### src/rtl/nseq_pkg.sv
package nseq_pkg;

    typedef enum logic [2:0] {
        OP_RESET = 3'd0,
        OP_RDID  = 3'd1,
        OP_STAT  = 3'd2,
        OP_READ  = 3'd3,
        OP_LOAD  = 3'd4,
        OP_RAND  = 3'd5,
        OP_EXEC  = 3'd6,
        OP_ERASE = 3'd7
    } op_e;

    typedef enum logic [3:0] {
        S_IDLE, S_CMD, S_ADDR, S_WFETCH, S_WDATA, S_CONF,
        S_TWB, S_BUSY, S_STCMD, S_RDATA, S_DONE
    } st_e;

    localparam logic [7:0] CMD_STATUS = 8'h70;

    function automatic logic [7:0] lead_cmd(op_e op);
        unique case (op)
            OP_RESET: return 8'hFF;
            OP_RDID:  return 8'h90;
            OP_STAT:  return 8'h70;
            OP_READ:  return 8'h00;
            OP_LOAD:  return 8'h80;
            OP_RAND:  return 8'h85;
            OP_EXEC:  return 8'h10;
            OP_ERASE: return 8'h60;
            default:  return 8'h00;
        endcase
    endfunction

    function automatic logic [7:0] confirm_cmd(op_e op);
        if (op == OP_READ)  return 8'h30;
        if (op == OP_ERASE) return 8'hD0;
        return 8'h00;
    endfunction

endpackage

### src/rtl/nseq_strobe.sv
module nseq_strobe #(
    parameter int LO = 2,
    parameter int HI = 2
) (
    input  logic clk,
    input  logic rst_n,
    input  logic run,
    output logic low,
    output logic sample,
    output logic last
);
    localparam int MX = (LO > HI) ? LO : HI;
    localparam int CW = $clog2(MX + 1);

    logic          ph;
    logic [CW-1:0] cnt;

    always_ff @(posedge clk or negedge rst_n) begin
        if (!rst_n) begin
            ph  <= 1'b0;
            cnt <= '0;
        end else if (!run) begin
            ph  <= 1'b0;
            cnt <= '0;
        end else if (!ph) begin
            if (cnt == CW'(LO - 1)) begin
                ph  <= 1'b1;
                cnt <= '0;
            end else begin
                cnt <= cnt + 1'b1;
            end
        end else begin
            if (cnt == CW'(HI - 1)) begin
                ph  <= 1'b0;
                cnt <= '0;
            end else begin
                cnt <= cnt + 1'b1;
            end
        end
    end

    assign low    = run && !ph;
    assign sample = run && !ph && (cnt == CW'(LO - 1));
    assign last   = run && ph && (cnt == CW'(HI - 1));
endmodule

### src/rtl/nseq_addr_mux.sv
module nseq_addr_mux #(
    parameter int COL_W = 16,
    parameter int ROW_W = 24,
    parameter int IDX_W = 3
) (
    input  logic [COL_W-1:0] col,
    input  logic [ROW_W-1:0] row,
    input  logic [IDX_W-1:0] idx,
    input  logic             dummy,
    output logic [7:0]       abyte
);
    localparam int NB = (COL_W + ROW_W) / 8;
    localparam int NS = 1 << IDX_W;

    logic [COL_W+ROW_W-1:0] flat;
    logic [7:0]             slot [NS];

    assign flat = {row, col};

    for (genvar gi = 0; gi < NS; gi++) begin : g_slot
        if (gi < NB) begin : g_used
            assign slot[gi] = flat[gi*8 +: 8];
        end else begin : g_pad
            assign slot[gi] = 8'h00;
        end
    end

    assign abyte = dummy ? 8'h00 : slot[idx];
endmodule

### src/rtl/nand_seq.sv
module nand_seq
    import nseq_pkg::*;
#(
    parameter int T_WLO    = 2,
    parameter int T_WHI    = 2,
    parameter int T_RLO    = 2,
    parameter int T_RHI    = 2,
    parameter int T_WB     = 4,
    parameter int BUSY_TMO = 100000,
    parameter int LEN_W    = 12,
    parameter int ID_BYTES = 5,
    parameter int COL_W    = 16,
    parameter int ROW_W    = 24
) (
    input  logic             clk,
    input  logic             rst_n,
    input  logic             req_valid,
    output logic             req_ready,
    input  logic [2:0]       req_op,
    input  logic [ROW_W-1:0] req_row,
    input  logic [COL_W-1:0] req_col,
    input  logic [LEN_W-1:0] req_len,
    input  logic             wr_valid,
    output logic             wr_ready,
    input  logic [7:0]       wr_data,
    output logic             rd_valid,
    output logic [7:0]       rd_data,
    output logic             done,
    output logic             fail,
    output logic             timeout,
    output logic [7:0]       status,
    output logic             nand_ce_n,
    output logic             nand_cle,
    output logic             nand_ale,
    output logic             nand_we_n,
    output logic             nand_re_n,
    output logic [7:0]       nand_io_out,
    output logic             nand_io_oe,
    input  logic [7:0]       nand_io_in,
    input  logic             nand_rb_n
);
    localparam int COLB  = COL_W / 8;
    localparam int NAB   = (COL_W + ROW_W) / 8;
    localparam int IDX_W = $clog2(NAB);
    localparam int TW    = $clog2(BUSY_TMO + T_WB + 1);
    localparam logic [IDX_W-1:0] LAST_ALL  = IDX_W'(NAB - 1);
    localparam logic [IDX_W-1:0] LAST_COL  = IDX_W'(COLB - 1);
    localparam logic [IDX_W-1:0] FIRST_ROW = IDX_W'(COLB);

    st_e              st;
    op_e              op_q;
    logic [ROW_W-1:0] row_q;
    logic [COL_W-1:0] col_q;
    logic [LEN_W-1:0] len_q, bcnt, nread;
    logic [IDX_W-1:0] idx, a_last;
    logic [TW-1:0]    wcnt;
    logic [7:0]       dreg, abyte;
    logic             rd_stat, reset_seen, dev_hung;
    logic             wstate, we_low, we_last, re_low, re_smp, re_last;

    assign wstate = (st == S_CMD) || (st == S_ADDR) || (st == S_WDATA) ||
                    (st == S_CONF) || (st == S_STCMD);

    nseq_strobe #(.LO(T_WLO), .HI(T_WHI)) u_we (
        .clk(clk), .rst_n(rst_n), .run(wstate),
        .low(we_low), .sample(), .last(we_last));

    nseq_strobe #(.LO(T_RLO), .HI(T_RHI)) u_re (
        .clk(clk), .rst_n(rst_n), .run(st == S_RDATA),
        .low(re_low), .sample(re_smp), .last(re_last));

    nseq_addr_mux #(.COL_W(COL_W), .ROW_W(ROW_W), .IDX_W(IDX_W)) u_amux (
        .col(col_q), .row(row_q), .idx(idx),
        .dummy(op_q == OP_RDID), .abyte(abyte));

    always_comb begin
        unique case (op_q)
            OP_RDID: a_last = '0;
            OP_RAND: a_last = LAST_COL;
            default: a_last = LAST_ALL;
        endcase
    end

    // State register and datapath
    always_ff @(posedge clk or negedge rst_n) begin
        if (!rst_n) begin
            st         <= S_IDLE;
            op_q       <= OP_RESET;
            row_q      <= '0;
            col_q      <= '0;
            len_q      <= '0;
            bcnt       <= '0;
            nread      <= '0;
            idx        <= '0;
            wcnt       <= '0;
            dreg       <= '0;
            rd_stat    <= 1'b0;
            reset_seen <= 1'b0;
            dev_hung   <= 1'b0;
            fail       <= 1'b0;
            timeout    <= 1'b0;
            status     <= '0;
            rd_valid   <= 1'b0;
            rd_data    <= '0;
        end else begin
            rd_valid <= 1'b0;
            unique case (st)
                S_IDLE: if (req_valid) begin
                    op_q    <= op_e'(req_op);
                    row_q   <= req_row;
                    col_q   <= req_col;
                    len_q   <= req_len;
                    bcnt    <= '0;
                    fail    <= 1'b0;
                    timeout <= 1'b0;
                    idx     <= (op_e'(req_op) == OP_ERASE) ? FIRST_ROW : '0;
                    if (op_e'(req_op) == OP_RESET ||
                        (reset_seen && (!dev_hung || op_e'(req_op) == OP_STAT)))
                        st <= S_CMD;
                    else begin
                        fail <= 1'b1;
                        st   <= S_DONE;
                    end
                end
                S_CMD: if (we_last) begin
                    unique case (op_q)
                        OP_RESET: begin
                            reset_seen <= 1'b1;
                            dev_hung   <= 1'b0;
                            wcnt       <= '0;
                            st         <= S_TWB;
                        end
                        OP_EXEC: begin
                            wcnt <= '0;
                            st   <= S_TWB;
                        end
                        OP_STAT: begin
                            nread   <= LEN_W'(1);
                            rd_stat <= 1'b1;
                            st      <= S_RDATA;
                        end
                        default: st <= S_ADDR;
                    endcase
                end
                S_ADDR: if (we_last) begin
                    if (idx != a_last) idx <= idx + 1'b1;
                    else begin
                        unique case (op_q)
                            OP_READ, OP_ERASE: st <= S_CONF;
                            OP_RDID: begin
                                nread   <= LEN_W'(ID_BYTES);
                                rd_stat <= 1'b0;
                                st      <= S_RDATA;
                            end
                            default: st <= (len_q == '0) ? S_DONE : S_WFETCH;
                        endcase
                    end
                end
                S_WFETCH: if (wr_valid) begin
                    dreg <= wr_data;
                    st   <= S_WDATA;
                end
                S_WDATA: if (we_last) begin
                    bcnt <= bcnt + 1'b1;
                    st   <= (LEN_W'(bcnt + 1'b1) == len_q) ? S_DONE : S_WFETCH;
                end
                S_CONF: if (we_last) begin
                    wcnt <= '0;
                    st   <= S_TWB;
                end
                S_TWB: begin
                    if (wcnt == TW'(T_WB - 1)) begin
                        wcnt <= '0;
                        st   <= S_BUSY;
                    end else wcnt <= wcnt + 1'b1;
                end
                S_BUSY: begin
                    if (nand_rb_n) begin
                        bcnt <= '0;
                        unique case (op_q)
                            OP_READ: begin
                                nread   <= len_q;
                                rd_stat <= 1'b0;
                                st      <= (len_q == '0) ? S_DONE : S_RDATA;
                            end
                            OP_EXEC, OP_ERASE: st <= S_STCMD;
                            default: st <= S_DONE;
                        endcase
                    end else if (wcnt == TW'(BUSY_TMO - 1)) begin
                        fail     <= 1'b1;
                        timeout  <= 1'b1;
                        dev_hung <= 1'b1;
                        st       <= S_DONE;
                    end else wcnt <= wcnt + 1'b1;
                end
                S_STCMD: if (we_last) begin
                    bcnt    <= '0;
                    nread   <= LEN_W'(1);
                    rd_stat <= 1'b1;
                    st      <= S_RDATA;
                end
                S_RDATA: begin
                    if (re_smp) begin
                        if (rd_stat) begin
                            status <= nand_io_in;
                            if (op_q == OP_EXEC || op_q == OP_ERASE)
                                fail <= nand_io_in[0];
                        end else begin
                            rd_data  <= nand_io_in;
                            rd_valid <= 1'b1;
                        end
                    end
                    if (re_last) begin
                        bcnt <= bcnt + 1'b1;
                        if (LEN_W'(bcnt + 1'b1) == nread) st <= S_DONE;
                    end
                end
                S_DONE: st <= S_IDLE;
                default: st <= S_IDLE;
            endcase
        end
    end

    // Outputs
    always_comb begin
        req_ready   = (st == S_IDLE);
        wr_ready    = (st == S_WFETCH);
        done        = (st == S_DONE);
        nand_ce_n   = (st == S_IDLE) || (st == S_DONE);
        nand_cle    = (st == S_CMD) || (st == S_CONF) || (st == S_STCMD);
        nand_ale    = (st == S_ADDR);
        nand_we_n   = !we_low;
        nand_re_n   = !re_low;
        nand_io_oe  = wstate;
        unique case (st)
            S_CMD:   nand_io_out = lead_cmd(op_q);
            S_ADDR:  nand_io_out = abyte;
            S_WDATA: nand_io_out = dreg;
            S_CONF:  nand_io_out = confirm_cmd(op_q);
            S_STCMD: nand_io_out = CMD_STATUS;
            default: nand_io_out = 8'h00;
        endcase
    end


    cle_ale_excl_chk: assert property (@(posedge clk) disable iff (!rst_n)
        !(nand_cle && nand_ale));

    oe_no_read_chk: assert property (@(posedge clk) disable iff (!rst_n)
        nand_io_oe |-> nand_re_n);

    strobe_excl_chk: assert property (@(posedge clk) disable iff (!rst_n)
        !(!nand_we_n && !nand_re_n));

    reset_first_chk: assert property (@(posedge clk) disable iff (!rst_n)
        (!reset_seen && nand_cle) |-> (nand_io_out == 8'hFF));

    done_ready_chk: assert property (@(posedge clk) disable iff (!rst_n)
        done |=> req_ready);
endmodule

### config.mk
export PLATFORM = sky130hd
export DESIGN_NAME = nand_seq
export DESIGN_NICKNAME = d
export VERILOG_FILES = /design/src/rtl/nseq_pkg.sv /design/src/rtl/nseq_strobe.sv /design/src/rtl/nseq_addr_mux.sv /design/src/rtl/nand_seq.sv
export SDC_FILE = /design/constraint.sdc
export NUM_CORES = 1
export LEC_CHECK = 0
export BUFFER_PORTS_ARGS = -buffer_cell sky130_fd_sc_hd__buf_2
export CORE_ASPECT_RATIO = 1.2
export CORE_MARGIN = 3
export CORE_UTILIZATION = 50
export CTS_BUF_LIST = sky130_fd_sc_hd__clkbuf_2 sky130_fd_sc_hd__clkbuf_4 sky130_fd_sc_hd__clkbuf_8
export DETAILED_ROUTE_END_ITERATION = 10
export PLACE_DENSITY = 0.73
export SETUP_SLACK_MARGIN = 0.3
export SLEW_MARGIN = 20
export SYNTH_ARGS = -nofsm -noshare
export SYNTH_HDL_FRONTEND = slang
export SYNTH_SLANG_ARGS = --single-unit
### constraint.sdc
create_clock -name clk -period 3 [get_ports clk]
set_clock_uncertainty 0.1 [all_clocks]
set_input_delay 0.45 -clock clk [delete_from_list [all_inputs] [get_ports clk]]
set_output_delay 0.45 -clock clk [all_outputs]
set_load 0.005 [all_outputs]
== Word level (Yosys, flattened, before mapping) ==
Memories as Yosys holds them, arrays and structs flattened.
Index checks and enable logic that the tools add are counted.

* Bits in registers: 139
* ROM bits: 64
* Output and inout port bits: 36
* Logic and storage cells: 231
* Memories: 1

* Add/sub/neg operators: 5
* Order comparisons: 1
* Equal/unequal tests: 50
* Multiplexer cells: 100
* Bitwise gates (word level): 2
* Reduce and logical (&&, ||, !) cells: 50

{| class="wikitable"
|+ Memories
! name !! words !! width !! rd ports !! clocked after Yosys merged registers in !! write ports !! line !! RTL
|-
| (no name shown) || 8 || 8 || 1 || 0 || 0 || nseq_pkg.sv:22 || <nowiki>unique case (op)</nowiki>
|}

{| class="wikitable"
|+ Operator list
! cell !! number
|-
| two-way mux 12 bit || 13
|-
| two-way mux 17 bit || 6
|-
| case mux 17 bit (4 select lines) || 1
|-
| two-way mux 4 bit || 16
|-
| case mux 12 bit (5 select lines) || 1
|-
| two-way mux 8 bit || 7
|-
| case mux 12 bit (4 select lines) || 1
|-
| case mux 4 bit (10 select lines) || 1
|-
| case mux 8 bit (5 select lines) || 1
|-
| two-way mux 1 bit || 34
|-
| inequality test 2 bit (second input constant) || 15
|-
| binary-select mux 8 bit (select 3 bit) || 1
|-
| == test 12 bit || 2
|-
| inequality test 2 x 1 -> 1 bit (second input constant) || 9
|-
| adder 17 x 1 -> 17 bit (second input constant) || 1
|-
| == test 17 bit (second input constant) || 1
|-
| == test 17 x 2 -> 1 bit (second input constant) || 1
|-
| == test 4 x 3 -> 1 bit (second input constant) || 4
|-
| case mux 4 bit (2 select lines) || 2
|-
| adder 12 x 1 -> 12 bit (second input constant) || 1
|-
| == test 3 bit (second input constant) || 4
|-
| == test 4 bit (second input constant) || 3
|-
| zero test 12 bit || 1
|-
| two-way mux 2 bit || 6
|-
| other kinds (36) || 76
|}

== Longest topological paths before layout ==
* Depth in word-level cells: 9
* Gate-level depth with buffers: 11
* Gate-level depth less buffers: 8

== Cells and area by module ==
Synthesis repeated with hierarchy kept, for this count alone.

* Cells, all modules: 751
* Area, all modules: 7792.5 sq um

{| class="wikitable"
|+ Modules (own cells, without submodules)
! module !! instances !! cells each !! area an instance (sq um) !! seq. area each (sq um)
|-
| nand_seq || 1 || 689 || 7138.1 || 3328.2
|-
| nseq_addr_mux || 1 || 39 || 389.1 || 0.0
|-
| nseq_strobe (u_we) || 1 || 11 || 136.4 || 75.1
|-
| nseq_strobe (u_re) || 1 || 12 || 128.9 || 75.1
|}

== Least setup slack after synthesis ==
Ideal clock, no wire load.

* Path type: register -> register
* Start point: register bcnt[0]
* End point: register st[0]
* Setup time: 0.133 ns
* Arrival time: 2.270 ns
* Setup slack: 0.497 ns
* Cell stages (with the launch flop): 9
* Path buffers: 1
* Period minus slack after synthesis: 2.503 ns
* Cells stage by stage: dfrtp_1 > ha_1 > clkbuf_1 > nand2_1 > nor3_1 > o32ai_1 > or4b_4 > o31ai_4 > a31oi_1

* Longest elaborated chain between the ends: 5
* Elaborated cells between the ends (all ways): 8
* Those cells by class: add/sub: 1; eq/ne: 3; mux: 3; reduce/logical: 1

{| class="wikitable"
|+ RTL lines
! element !! line !! RTL
|-
| start: declaration || nand_seq.sv:54 || <nowiki>logic [LEN_W-1:0] len_q, bcnt, nread;</nowiki>
|-
| start signal: assignment || nand_seq.sv:164 || <nowiki>bcnt <= bcnt + 1'b1;</nowiki>
|-
| start signal: assignment || nand_seq.sv:214 || <nowiki>bcnt <= bcnt + 1'b1;</nowiki>
|-
| adder 12 x 1 -> 12 bit * || nand_seq.sv:165, nand_seq.sv:215 ||
|-
| == test 12 bit || nand_seq.sv:165 || <nowiki>st <= (LEN_W'(bcnt + 1'b1) == len_q) ? S_DONE : S_WFETCH;</nowiki>
|-
| two-way mux 4 bit || nand_seq.sv:165 ||
|-
| two-way mux 4 bit || nand_seq.sv:163 || <nowiki>S_WDATA: if (we_last) begin</nowiki>
|-
| case mux 4 bit (10 select lines) || nand_seq.sv:107 || <nowiki>unique case (st)</nowiki>
|-
| end signal: assignment || nand_seq.sv:155 || <nowiki>default: st <= (len_q == '0) ? S_DONE : S_WFETCH;</nowiki>
|-
| end signal: assignment || nand_seq.sv:165 ||
|-
| end signal: assignment || nand_seq.sv:184 || <nowiki>st <= (len_q == '0) ? S_DONE : S_RDATA;</nowiki>
|-
| end: declaration || nand_seq.sv:50 || <nowiki>st_e st;</nowiki>
|}

Mark *: on every way between the ends. The rest lies on a longest branch, timed or not. The select of a mux whose other input is x is not followed.
A chain may end at the register's enable or synchronous reset.

== Worst setup path in the final report ==
* Start point: register st[1]
* End point: output nand_io_out[5]

* Longest elaborated chain between the ends: 2
* Elaborated cells between the ends (all ways): 6
* Those cells by class: eq/ne: 5; mux: 1

{| class="wikitable"
|+ RTL lines
! element !! line !! RTL
|-
| == test 4 bit, or another cell as far along || nand_seq.sv:235 || <nowiki>unique case (st)</nowiki>
|-
| case mux 8 bit (5 select lines) * || nand_seq.sv:235 ||
|-
| end: declaration || nand_seq.sv:37 || <nowiki>output logic [7:0] nand_io_out,</nowiki>
|}

Mark *: on every way between the ends. The rest lies on a longest branch, timed or not.

==> flow_summary.ini <==
[run_status]
status = finished, final reports clean

[cts]
cts_sinks = 139
path_clk_slew_ps = 80
cts_tree = done
clkLatencyLatePin_ps = 450
cts-root-buf = clkbuf_8
h-tree-depth = 4
cts.path.max_buffers = 2
cts_buffers = 17

[synth]
ys.warnings.count = 0
synth_largest_area_cell = dfrtp_1
netlist_area_sq_um = 7660
syn_nets = 945
async_flop_share = 1.00
synthCells = 866
synth-edff-count = 0
yosysSeqAreaShare = 0.454
synth.avg_cell_area_sq_um = 8.84
synth_top_area_frac = 0.454
yosys.cell_types.count = 77
synth_seq_cells = 139
synth_commonest_cells = 228 x nand2_1, 139 x dfrtp_1, 51 x nor2_1, 35 x clkbuf_1, 34 x o21ai_0
synth.area.top_cells = dfrtp_1 45%, nand2_1 11%, mux2_2 3.5%
yosysMostFrequentCell = nand2_1
synthFlopType = dfrtp_1

[sta]
period_minus_slack_ps = 2660
relSlewSlack = 0.387
fin_ws_ps = 336
period_share = 0.888
fmax_mhz = 375
rsz0062_at_grt = yes
finalHoldViolCount = 0
setup_viol = 0
tightest_slew_ps = 917
report.final.slew_viol_count = 0
tns_ps = 0

[job]
max-cap-violations = 0

[final_layout]
final_nets = 1071
multiInputGateArea_sq_um = 3950
fillers = 1291
layout-drive-gt1-share = 0.264
seqCellArea_sq_um = 3500
antenna_cells = 0
syn_to_final_growth_pct = 19.2
final_cells = 1204
final_util = 0.620

[drt]
vias = 6792
drtPass1Iterations = 5
drtIter0Drc = 506
routed_via_density = 5.64
drc = 0
wl_microns = 20100
drtAntennaViolNets = 0
wl_per_cell_microns = 16.7

[critical_path]
cp_data_arrival_time_ps = 2110
crit_required_ps = 2450
timing.rr.end = fail$_DFFE_PN0P_
crit-reg2reg-launch = wcnt[8]$_DFFE_PN0P_
r2r_cells = 8
cp-start-kind = flip-flop
path_class = flip-flop to primary output
endpoint_kind = primary output
reg2reg_setup_slack_ps = 390
crit_path_max_fanout = 10

[floorplan]
start_util = 0.520
row_count = 48
die_h_microns = 142
io_pins = 112
die_w_microns = 119
core_sq_um = 14700
die_area_sq_um = 16800

[global_route]
grt_use_total = 0.247
grt_pass1_vias = 6689
overflow = 0
grt_first_pass_wirelength_microns = 33700
grt_max_degree = 61
antenna_found_initial = 0

[place]
post-dp-hpwl_microns = 14300
gp_congestion = 0.931
dp_cells = 1155
portBuffers = 111
dp_worst_setup_slack_ps = 306

[min_path]
hp-start = req_col[8]
min_to = col_q[8]$_DFFE_PN0P_
hp-class = primary input to flip-flop
min_path_cells = 3

[power_and_ir_drop]
p_per_area_nw_per_um2 = 866
leakagePower_nw = 4.25
ir_worst_vdd_mv = 0.552
p_total_mw = 7.90
-- report_power, final --
group | switching (mW) | leakage, nW | internal, mW
Combinational | 1.83 | 2.27 | 1.52
Sequential | 0.537 | 1.79 | 2.48
Clock | 0.785 | 0.192 | 0.753
-- flip-flops by register name, summed over array words and instances (netlist names), 3 cells and up --
register,count
len_q,12
nread,12
op_q,3
dreg,8
bcnt,12
col_q,16
wcnt,17
row_q,24
status,8
rd_data,8
st,4
idx,3
-- worst max-delay path, stage by stage (launching register included) --
cell and delay, ps:
dfrtp_2 450, buf_4 150, buf_4 150, nor4b_4 320
buf_4 240, a22oi_1 90, o211ai_1 120, buf_2 140
-- final cells by class --
type / instances / area share
Timing Repair Buffer: 163 / 0.105
Tap cell: 200 / 0.0274
Multi-Input combinational cell: 650 / 0.433
Clock inverter: 14 / 0.0176
Sequential cell: 139 / 0.383
Inverter: 21 / 0.00864
Clock buffer: 17 / 0.0256
-- timing repair --
action                     in CTS  in global routing
hold buffers                    1                  0
gates resized for setup        14                 14
setup endpoints to repair      13                 20
hold endpoints to repair       56                  0
buffers inserted               12                  5
-- layer usage --
metal  global-route usage  vias to the layer above  routed length (microns)
met1                0.333                     3247                     8690
met2                0.406                      233                     9750
met5                    0                        -                        0
met3               0.0526                       30                     1280
met4               0.0732                        0                      330
li1                     -                     3282                        -
-- cell families after synthesis --
kind of cell             count (synthesis)  synth area share
XOR/XNOR                                37            0.0441
AO/OA/AOI/OAI                          177             0.150
flip-flops                             139             0.454
buffers and inverters                   77            0.0410
AND/OR/NAND/NOR                        397             0.241
adder cells (fa/ha/maj)                  4           0.00621
multiplexers                            35            0.0629
-- cells in the final DEF (no fill, tap or decap), types with 5 or more instances in the layout --
master / n
dfrtp_1: 127
o21ai_1: 30
nand4_1: 9
mux2_2: 24
a221oi_1: 5
nor2_1: 51
nor4_1: 9
a22oi_1: 10
nand2_1: 227
xnor2_1: 20
nand2b_1: 11
inv_6: 6
clkbuf_8: 17
buf_2: 110
mux4_2: 8
nand3_1: 15
o21ai_0: 34
a21oi_1: 28
nor3_1: 11
nor2b_1: 11
o211ai_1: 5
a31oi_1: 8
dfrtp_2: 11
xor2_1: 16
o31ai_1: 8
buf_4: 51
o22ai_1: 8
inv_1: 18
or4_1: 6
and3_1: 8
-- worst max path at each step --
stage	end	startpoint	slack, ps
after floorplan	st[0]$_DFFE_PN0P_	bcnt[0]$_DFFE_PN0P_	500
after global placement	st[0]$_DFFE_PN0P_	bcnt[0]$_DFFE_PN0P_	330
after detailed placement	st[3]$_DFFE_PN0P_	bcnt[0]$_DFFE_PN0P_	310
after CTS	st[3]$_DFFE_PN0P_	bcnt[4]$_DFFE_PN0P_	310
after global routing	nand_io_out[5]	op_q[1]$_DFFE_PN0P_	200
final	nand_io_out[5]	st[1]$_DFFE_PN0P_	340
-- per-stage QoR --
stage	hold WS, ps	area [sq um]
after global routing	58.3	9130
final	80.1	9130
after CTS	66.9	9030
after detailed placement	356	8500
after global placement	350	8500
after floorplan	54.4	7660
(Power assumes the default switching activity.)
